==> src/rtl/pgw_pkg.sv <==
package pgw_pkg;

   typedef enum logic [2:0] {
      ST_IDLE,
      ST_RD1,
      ST_WT1,
      ST_RD2,
      ST_WT2,
      ST_DONE
   } walk_st_e;

   localparam int unsigned F_VALID = 0;
   localparam int unsigned F_DIRTY = 1;
   localparam int unsigned F_READ  = 2;
   localparam int unsigned F_WRITE = 3;
   localparam int unsigned F_EXEC  = 4;

   typedef struct packed {
      logic x;
      logic w;
      logic r;
   } perm_t;

endpackage

==> src/rtl/pgw_root_reg.sv <==
module pgw_root_reg #(
   parameter int unsigned PA_W = 32,
   parameter logic [PA_W-1:0] RESET_VAL = '0
) (
   input  logic            clk,
   input  logic            rst_n,
   input  logic            we,
   input  logic [PA_W-1:0] wdata,
   output logic [PA_W-1:0] q
);

   always_ff @(posedge clk or negedge rst_n) begin
      if (!rst_n)  q <= RESET_VAL;
      else if (we) q <= wdata;
   end

endmodule

==> src/rtl/pgw_addr_form.sv <==
module pgw_addr_form #(
   parameter int unsigned PA_W     = 32,
   parameter int unsigned IDX_W    = 10,
   parameter int unsigned ENTRY_SH = 2,
   parameter bit          ALIGNED  = 1'b0
) (
   input  logic [PA_W-1:0]  base,
   input  logic [IDX_W-1:0] idx,
   output logic [PA_W-1:0]  addr
);

   localparam int unsigned OFS_W = IDX_W + ENTRY_SH;

   logic [OFS_W-1:0] ofs;
   assign ofs = OFS_W'(idx) << ENTRY_SH;

   generate
      if (ALIGNED) begin : g_splice
         logic [OFS_W-1:0] unused_base_low;
         assign unused_base_low = base[OFS_W-1:0];
         assign addr = {base[PA_W-1:OFS_W], ofs};
      end else begin : g_add
         assign addr = base + PA_W'(ofs);
      end
   endgenerate

endmodule

==> src/rtl/pgw_entry_decode.sv <==
module pgw_entry_decode
   import pgw_pkg::*;
#(
   parameter int unsigned PA_W       = 32,
   parameter int unsigned PAGE_OFS_W = 12
) (
   input  logic [PA_W-1:0]            entry,
   output logic                       valid,
   output logic                       dirty,
   output perm_t                      perm,
   output logic [PA_W-PAGE_OFS_W-1:0] ppn
);

   assign valid  = entry[F_VALID];
   assign dirty  = entry[F_DIRTY];
   assign perm.r = entry[F_READ];
   assign perm.w = entry[F_WRITE];
   assign perm.x = entry[F_EXEC];
   assign ppn    = entry[PA_W-1:PAGE_OFS_W];

   generate
      if (PAGE_OFS_W > F_EXEC + 1) begin : g_spare
         logic [PAGE_OFS_W-F_EXEC-2:0] unused_spare;
         assign unused_spare = entry[PAGE_OFS_W-1:F_EXEC+1];
      end
   endgenerate

endmodule

==> src/rtl/pgtbl_walker.sv <==
module pgtbl_walker
   import pgw_pkg::*;
#(
   parameter int unsigned PA_W        = 32,
   parameter int unsigned VPN_W       = 20,
   parameter int unsigned L1_IDX_W    = 10,
   parameter int unsigned PAGE_OFS_W  = 12,
   parameter int unsigned ENTRY_BYTES = 4,
   parameter bit          ALIGNED     = 1'b0,
   parameter logic [PA_W-1:0] ROOT_RESET = '0
) (
   input  logic                       clk,
   input  logic                       rst_n,
   input  logic                       root_we,
   input  logic [PA_W-1:0]            root_wdata,
   input  logic                       walk_req,
   input  logic [VPN_W-1:0]           walk_vpn,
   output logic                       walk_ready,
   output logic                       mem_req,
   output logic [PA_W-1:0]            mem_addr,
   input  logic                       mem_ack,
   input  logic [PA_W-1:0]            mem_rdata,
   output logic                       walk_done,
   output logic                       walk_fault,
   output logic [PA_W-PAGE_OFS_W-1:0] walk_ppn,
   output logic [2:0]                 walk_perm,
   output logic                       walk_dirty
);

   localparam int unsigned L2_IDX_W = VPN_W - L1_IDX_W;
   localparam int unsigned ENTRY_SH = $clog2(ENTRY_BYTES);
   localparam int unsigned PPN_W    = PA_W - PAGE_OFS_W;

   generate
      if (VPN_W <= L1_IDX_W) begin : g_bad_split
         $error("VPN_W must exceed L1_IDX_W");
      end
      if ((1 << ENTRY_SH) != ENTRY_BYTES || ENTRY_BYTES < 2) begin : g_bad_entry
         $error("ENTRY_BYTES must be a power of two, at least 2");
      end
      if (L2_IDX_W + ENTRY_SH > PAGE_OFS_W) begin : g_bad_leaf
         $error("leaf table must fit within one page");
      end
      if (L1_IDX_W + ENTRY_SH > PAGE_OFS_W) begin : g_bad_top
         $error("top table must fit within one page");
      end
      if (PAGE_OFS_W <= F_EXEC || PA_W <= PAGE_OFS_W) begin : g_bad_fields
         $error("entry has no room for its flag bits or page number");
      end
   endgenerate

   walk_st_e               st_q;
   logic [PA_W-1:0]        root_q;
   logic [PA_W-1:0]        addr_q;
   logic [L2_IDX_W-1:0]    leaf_idx_q;
   logic [PA_W-1:0]        top_addr;
   logic [PA_W-1:0]        leaf_addr;
   logic                   ent_valid;
   logic                   ent_dirty;
   perm_t                  ent_perm;
   logic [PPN_W-1:0]       ent_ppn;
   logic                   res_fault_q;
   logic                   res_dirty_q;
   perm_t                  res_perm_q;
   logic [PPN_W-1:0]       res_ppn_q;
   logic                   top_phase;
   logic                   leaf_phase;
   logic                   accept;

   pgw_root_reg #(
      .PA_W      (PA_W),
      .RESET_VAL (ROOT_RESET)
   ) u_root (
      .clk   (clk),
      .rst_n (rst_n),
      .we    (root_we),
      .wdata (root_wdata),
      .q     (root_q)
   );

   pgw_addr_form #(
      .PA_W     (PA_W),
      .IDX_W    (L1_IDX_W),
      .ENTRY_SH (ENTRY_SH),
      .ALIGNED  (ALIGNED)
   ) u_top_addr (
      .base (root_q),
      .idx  (walk_vpn[VPN_W-1:L2_IDX_W]),
      .addr (top_addr)
   );

   pgw_addr_form #(
      .PA_W     (PA_W),
      .IDX_W    (L2_IDX_W),
      .ENTRY_SH (ENTRY_SH),
      .ALIGNED  (ALIGNED)
   ) u_leaf_addr (
      .base (mem_rdata),
      .idx  (leaf_idx_q),
      .addr (leaf_addr)
   );

   pgw_entry_decode #(
      .PA_W       (PA_W),
      .PAGE_OFS_W (PAGE_OFS_W)
   ) u_decode (
      .entry (mem_rdata),
      .valid (ent_valid),
      .dirty (ent_dirty),
      .perm  (ent_perm),
      .ppn   (ent_ppn)
   );

   assign top_phase  = (st_q == ST_RD1) || (st_q == ST_WT1);
   assign leaf_phase = (st_q == ST_RD2) || (st_q == ST_WT2);
   assign accept     = (st_q == ST_IDLE) && walk_req;

   always_ff @(posedge clk or negedge rst_n) begin
      if (!rst_n) begin
         st_q        <= ST_IDLE;
         addr_q      <= '0;
         leaf_idx_q  <= '0;
         res_fault_q <= 1'b0;
         res_dirty_q <= 1'b0;
         res_perm_q  <= '0;
         res_ppn_q   <= '0;
      end else begin
         unique case (st_q)
            ST_IDLE: begin
               if (accept) begin
                  addr_q     <= top_addr;
                  leaf_idx_q <= walk_vpn[L2_IDX_W-1:0];
                  st_q       <= ST_RD1;
               end
            end
            ST_RD1, ST_WT1: begin
               if (mem_ack) begin
                  if (mem_rdata == '0) begin
                     res_fault_q <= 1'b1;
                     res_dirty_q <= 1'b0;
                     res_perm_q  <= '0;
                     res_ppn_q   <= '0;
                     st_q        <= ST_DONE;
                  end else begin
                     addr_q <= leaf_addr;
                     st_q   <= ST_RD2;
                  end
               end else begin
                  st_q <= ST_WT1;
               end
            end
            ST_RD2, ST_WT2: begin
               if (mem_ack) begin
                  res_fault_q <= !ent_valid;
                  res_dirty_q <= ent_valid & ent_dirty;
                  res_perm_q  <= ent_valid ? ent_perm : '0;
                  res_ppn_q   <= ent_valid ? ent_ppn : '0;
                  st_q        <= ST_DONE;
               end else begin
                  st_q <= ST_WT2;
               end
            end
            ST_DONE: st_q <= ST_IDLE;
            default: st_q <= ST_IDLE;
         endcase
      end
   end

   assign walk_ready = (st_q == ST_IDLE);
   assign mem_req    = top_phase || leaf_phase;
   assign mem_addr   = addr_q;
   assign walk_done  = (st_q == ST_DONE);
   assign walk_fault = walk_done & res_fault_q;
   assign walk_dirty = walk_done & res_dirty_q;
   assign walk_perm  = walk_done ? res_perm_q : 3'b000;
   assign walk_ppn   = walk_done ? res_ppn_q : '0;

endmodule

==> config.mk <==
export PLATFORM = sky130hd
export DESIGN_NAME = pgtbl_walker
export DESIGN_NICKNAME = d
export VERILOG_FILES = /design/src/rtl/pgw_pkg.sv /design/src/rtl/pgw_root_reg.sv /design/src/rtl/pgw_addr_form.sv /design/src/rtl/pgw_entry_decode.sv /design/src/rtl/pgtbl_walker.sv
export SDC_FILE = /design/constraint.sdc
export NUM_CORES = 1
export LEC_CHECK = 0
export BUFFER_PORTS_ARGS = -buffer_cell sky130_fd_sc_hd__buf_2
export CELL_PAD_IN_SITES_DETAIL_PLACEMENT = 0
export CELL_PAD_IN_SITES_GLOBAL_PLACEMENT = 1
export CORE_ASPECT_RATIO = 0.7
export CORE_UTILIZATION = 43
export CTS_BUF_LIST = sky130_fd_sc_hd__clkbuf_4 sky130_fd_sc_hd__clkbuf_8 sky130_fd_sc_hd__clkbuf_16
export CTS_CLUSTER_DIAMETER = 150
export CTS_CLUSTER_SIZE = 12
export DETAILED_ROUTE_END_ITERATION = 10
export PLACE_DENSITY = 0.94
export SYNTH_ARGS = -nofsm -noshare
export SYNTH_HDL_FRONTEND = slang
export SYNTH_HIERARCHICAL = 1
export SYNTH_SLANG_ARGS = --single-unit
==> constraint.sdc <==
create_clock -name clk -period 2.79 [get_ports clk]
set_input_delay 0.279 -clock clk [delete_from_list [all_inputs] [get_ports clk]]
set_output_delay 0.279 -clock clk [all_outputs]
set_load 0.005 [all_outputs]
-- After elaboration in Yosys (flattened, before gate mapping)
Cells that the tools add are included.
Widths: inputs -> output; s select.
- RAM bits: 0
- memory bits (read-only): 0
- memories kept: 0
- word-level logic and storage cells: 68
- register bits: 102
- bits of input ports: 89
- latch bits: 0
- add/sub/neg operators: 2
- mux-type cells: 29
- divide/modulo/power cells: 0
- reduce and logical (&&, ||, !) cells: 14
- equality and inequality tests: 10
- bitwise logic cells: 3
- magnitude comparators: 0
- $mul: 0
- shift operators: 0
- operators by type and width (cell ; number):
    $mux 20 ; 5
    $mux 32 ; 3
    $add 32x12->32 ; 2
    $pmux 32 s2 ; 1
    $pmux 20 s2 ; 1
    $logic_not 32->1 ; 1
    $mux 3 ; 8
    $pmux 3 s3 ; 1
    $ne 2x2->1 const B ; 4
    $reduce_and 4->1 ; 2
    $mux 1 ; 7
    $eq 3x2->1 const B ; 2
    $eq 3x3->1 const B ; 2
    $pmux 3 s2 ; 1
    $pmux 1 s2 ; 2
    $reduce_bool 2->1 ; 2
    $reduce_or 2->1 ; 2
    $and 1x1->1 ; 3
    $eq 3x1->1 const B ; 1
    $logic_not 3->1 ; 1
    $logic_or 1x1->1 ; 3
    $ne 2x1->1 const B ; 1
    $reduce_and 2->1 ; 1
    $logic_and 1x1->1 ; 1
    $logic_not 1->1 ; 1

-- Depth between registers and ports, before layout
- depth in word-level cells: 4
- depth in mapped cells: 12
- gate-level depth less buffers: 11

-- By module
Netlist, hierarchy kept.
- modules (own cells, without submodules) (module ; area an instance (um^2) ; times used ; cells an instance ; sequential area each (um^2)):
    pgtbl_walker ; 3477.1 ; 1 ; 332 ; 1751.7
    pgw_addr_form ; 879.6 ; 2 ; 121 ; 0.0
    pgw_root_reg ; 1345.0 ; 1 ; 68 ; 800.8
    pgw_entry_decode ; 187.7 ; 1 ; 25 ; 0.0

-- Least setup slack after synthesis
Ideal clock, no wire load.
- kind: register to register
- start: reg u_root.q[2]
- end: reg addr_q[18], in the netlist mem_addr[18]
- data required time: 2.723 ns
- setup slack: 0.548 ns
- library setup time: 0.067 ns
- arrival: 2.175 ns
- clock period less this slack: 2.242 ns
- stages on the path, launching flop included: 13
- path through: dfrtp_1 -> ha_1 -> inv_1 -> fa_1 -> and2b_1 -> o2111ai_1 -> a21oi_1 -> o41a_1 -> buf_6 -> nand4_1 -> xnor2_1 -> nand2b_1 -> o221a_1
- longest elaborated chain between the ends: 3
- ends and longest elaborated chain (element ; line ; RTL):
    start, declared ; pgw_root_reg.sv:9 ; output logic [PA_W-1:0] q
    start signal, assigned ; pgw_root_reg.sv:14 ; else if (we) q <= wdata;
    $add 32x12->32 ; pgw_addr_form.sv:23 ; assign addr = base + PA_W'(ofs);
    via top_addr[18] ; pgtbl_walker.sv:56 ; logic [PA_W-1:0] top_addr;
    $mux 32 ; pgtbl_walker.sv:130 ; if (accept) begin
    $pmux 32 s2 ; pgtbl_walker.sv:128 ; unique case (st_q)
    end signal, assigned ; pgtbl_walker.sv:131 ; addr_q <= top_addr;
    end signal, assigned ; pgtbl_walker.sv:145 ; addr_q <= leaf_addr;
    end, declared ; pgtbl_walker.sv:54 ; logic [PA_W-1:0] addr_q;
The timed path passes the listed nets, and every way through them passes these cells. The select of a mux whose other input is x is not followed.
A chain may end at the register's enable or synchronous reset.

-- Final worst setup path
- start: reg u_root.q[2]
- end: reg addr_q[22], in the netlist mem_addr[22]
The elaborated chain is that of the path after synthesis.

==> impl_metrics.tcl <==
set metrics [dict create \
    status "complete, but fails checks" \
    violations "design-rule violations" \
    async_reset_ff_frac 1.000 \
    hold_path_class "primary input to flip-flop" \
    mostFrequentLayoutCells "147 x buf_2, 102 x dfrtp_1, 74 x nand2_1, 34 x nand3_1, 34 x nand2b_1" \
    firstDrtPassIters 8 \
    cp.required_ps 3070 \
    gp_congestion 0.8963 \
    insertion_delay_ps 350 \
    design.core.area_mm2 0.01505 \
    p_clk_frac 0.195 \
    hpwlAfterDp_mm 13.31 \
    setup-violations-final 0 \
    start_util 0.4499 \
    syn_area_per_cell_um2 10.15 \
    grt_max_degree 58 \
    clk_pin_slew_worst_paths_ps 70 \
    syn-num-nets 778 \
    grt_pass1_vias 4983 \
    crit_chain "ha_1, inv_1, fa_1, and2b_1, o2111ai_1, a21oi_1, o41a_2, nand4_1, xnor2_1, nand2b_1, o221a_1" \
    finalNonFillerCells 966 \
    final_max_slew_viol_count 0 \
    grt_pass1_wl_mm 28.36 \
    peakVddDrop_mv 0.3401 \
    io_pins 149 \
    die_h_um 107.0 \
    p_comb_frac 0.447 \
    max_slew_margin 0.2967 \
    ys_types 51 \
    intPower_mw 4.157 \
    ys_ff_latch 102 \
    avgViaCountPerCell 5.577 \
    portBuffers 148 \
    cts_tree "yes" \
    wl_per_cell_um 18.40 \
    num_rows 37 \
    final_nets 877 \
    seq_power_share 0.357 \
    wirelength_mm 17.77 \
    postLayoutCellArea_mm2 0.007659 \
    cts_buffer_depth 2 \
    synth-edff-count 0 \
    period_minus_slack_ps 2592 \
    syn_to_final_growth_pct 13.14 \
    switching_share 0.3819 \
    max_stage_delay_ps 510 \
    wirelength_met1_mm 8.822 \
    cts_buffers 9 \
    leakage_nw 3.377 \
    worstMarginPinSlew_ps 1055 \
    cpMaxStageDelayCell "o41a_2" \
    path_max_fanout 10 \
    hold_viol_final 0 \
    syn-instance-count 667 \
    root_buffer "clkbuf_16" \
    cap_violations 0 \
    antenna_found_initial 0 \
    design.die.area_mm2 0.01626 \
    whs_ps 158.2 \
    dpl.cell_count 949 \
    die_w_um 152.0 \
    setup_tns_ps 0 \
    pwr_density_cell_mw_per_mm2 878.2 \
    num_vias 5387 \
    ant_nets 0 \
    max_freq_ghz 0.3857 \
    finClkSkew_ps 9.535 \
    ys.flop_type "dfrtp_1" \
    end_kind "flip-flop" \
    grt-ovfl-total 0 \
    ys_warn_count 6 \
    rsz0062_at_grt "false" \
    start_kind "flip-flop" \
    syn_area_mm2 0.006769 \
    final.period_utilization 0.9292 \
    diodes 0 \
    track_usage 0.2252 \
    htreeDepth 3 \
    dr_wl_met3_mm 1.342 \
    drc_errors 24 \
    seq_area_frac_synth 0.3771 \
    route.met2.wl_mm 7.466 \
    placed_cell_area_mm2 0.007336 \
    final_common_cell "buf_2" \
    arrival_ps 2870 \
    highest_layer "met4" \
    cts.sink_count 102 \
    crit_type "flip-flop to flip-flop" \
    p_switching_mw 2.568 \
    utilization 0.5090 \
    drive_above_1_share 0.3022 \
    drt_iter0_drc 458 \
    post_cts_buffers 0 \
]
## critical path, delay by kind of cell (launching register included)
kind            cells  cell delay, ps
buf+inv             1              70
fa+ha+maj           2             430
compound gates      4            1030
xor+xnor            1             110
simple gates        3             490
flops               1             390
## Yosys cell counts (all sizes together) (2+ instances only)
library cell / count / area share
nor2: 19 / 0.011
xnor2: 33 / 0.043
buf: 48 / 0.063
o41a: 2 / 0.0033
or2: 2 / 0.0018
nor3: 11 / 0.0081
o21a: 2 / 0.0022
and4: 8 / 0.011
xor2: 23 / 0.030
mux2: 42 / 0.087
nor2b: 2 / 0.0018
o2111ai: 2 / 0.0026
nand4b: 2 / 0.0026
nand4: 14 / 0.013
ha: 20 / 0.037
a31oi: 2 / 0.0018
o21ai: 9 / 0.0067
nor4: 9 / 0.0083
o211a: 2 / 0.0030
and2: 27 / 0.025
nand3: 37 / 0.033
o221a: 32 / 0.053
dfrtp: 102 / 0.38
o211ai: 24 / 0.027
nand2: 74 / 0.041
nor3b: 2 / 0.0022
a21oi: 20 / 0.016
and2b: 2 / 0.0022
o31ai: 2 / 0.0063
inv: 15 / 0.0083
clkbuf: 22 / 0.012
nand2b: 34 / 0.031
a21o: 9 / 0.010
a211oi: 3 / 0.0041
fa: 2 / 0.0059
o311a: 2 / 0.0030
and3: 2 / 0.0018
## per-layer routing
metal  up-vias  GRT usage
met5         -          0
met4         0    0.04956
met3        15    0.05618
met2       202     0.3191
met1      2618     0.3406
li1       2552          -
## through the flow
step                      setup slack (ps)  total power, mW
final                                197.6            6.726
after global routing                 50.79            7.173
after CTS                            95.77            6.731
after detailed placement             105.2            5.395
after global placement               188.2            5.314
after floorplan                      548.0            4.510
## sequential cells by signal, summed over array words and instances (netlist names)
| name | count |
|---|---|
| mem_addr | 32 |
| u_root/q | 32 |
| res_ppn_q | 20 |
| leaf_idx_q | 10 |
| res_perm_q | 3 |
| st_q | 3 |
| res_dirty_q | 1 |
| res_fault_q | 1 |
## area by class of cell
| cell class | count | area [um^2] |
|---|---|---|
| fill | 1362 | 7387 |
| multi-input combinational | 480 | 3662 |
| sequential | 102 | 2552 |
| timing repair buffer | 158 | 833.3 |
| clock buffer | 13 | 267.8 |
| tap | 195 | 244.0 |
| inverter | 15 | 56.30 |
| clock inverter | 3 | 42.54 |
## cells by family after synthesis
logic type / after synthesis / synth area share
XOR/XNOR: 56 / 0.07246
AO/OA/AOI/OAI: 113 / 0.1416
adder cells (fa/ha/maj): 22 / 0.04288
AND/OR/NAND/NOR: 247 / 0.1959
buffers and inverters: 85 / 0.08355
multiplexers: 42 / 0.08651
flip-flops: 102 / 0.3771
## timing repair
item | in CTS | in global routing
endpoints found under the hold margin | 45 | 0
resized for setup | 0 | 2
setup endpoints to repair | 0 | 9
hold buffers | 1 | 0
## power groups by stage
stage	Combinational [mW]	Clock, mW	Sequential (mW)
6_report	3.01	1.31	2.40
4_1_cts	3.00	1.34	2.39
3_5_place_dp	2.98	0	2.41
3_3_place_gp	2.92	0	2.40
2_1_floorplan	2.24	0	2.27
5_1_grt	3.32	1.40	2.45
## final timing paths
path,from,end,slack (ps),cells after the start
min reg2reg,u_root/q[0],u_root/q[0],520,1
max reg2reg,u_root/q[2],mem_addr[22],200,11
max in group asynchronous,rst_n,u_root/q[29],1570,3
min,root_wdata[4],u_root/q[4],160,2
min in group asynchronous,rst_n,leaf_idx_q[8],480,2
max,u_root/q[2],mem_addr[22],200,11
Note: power is estimated with default switching activity, not from simulation.
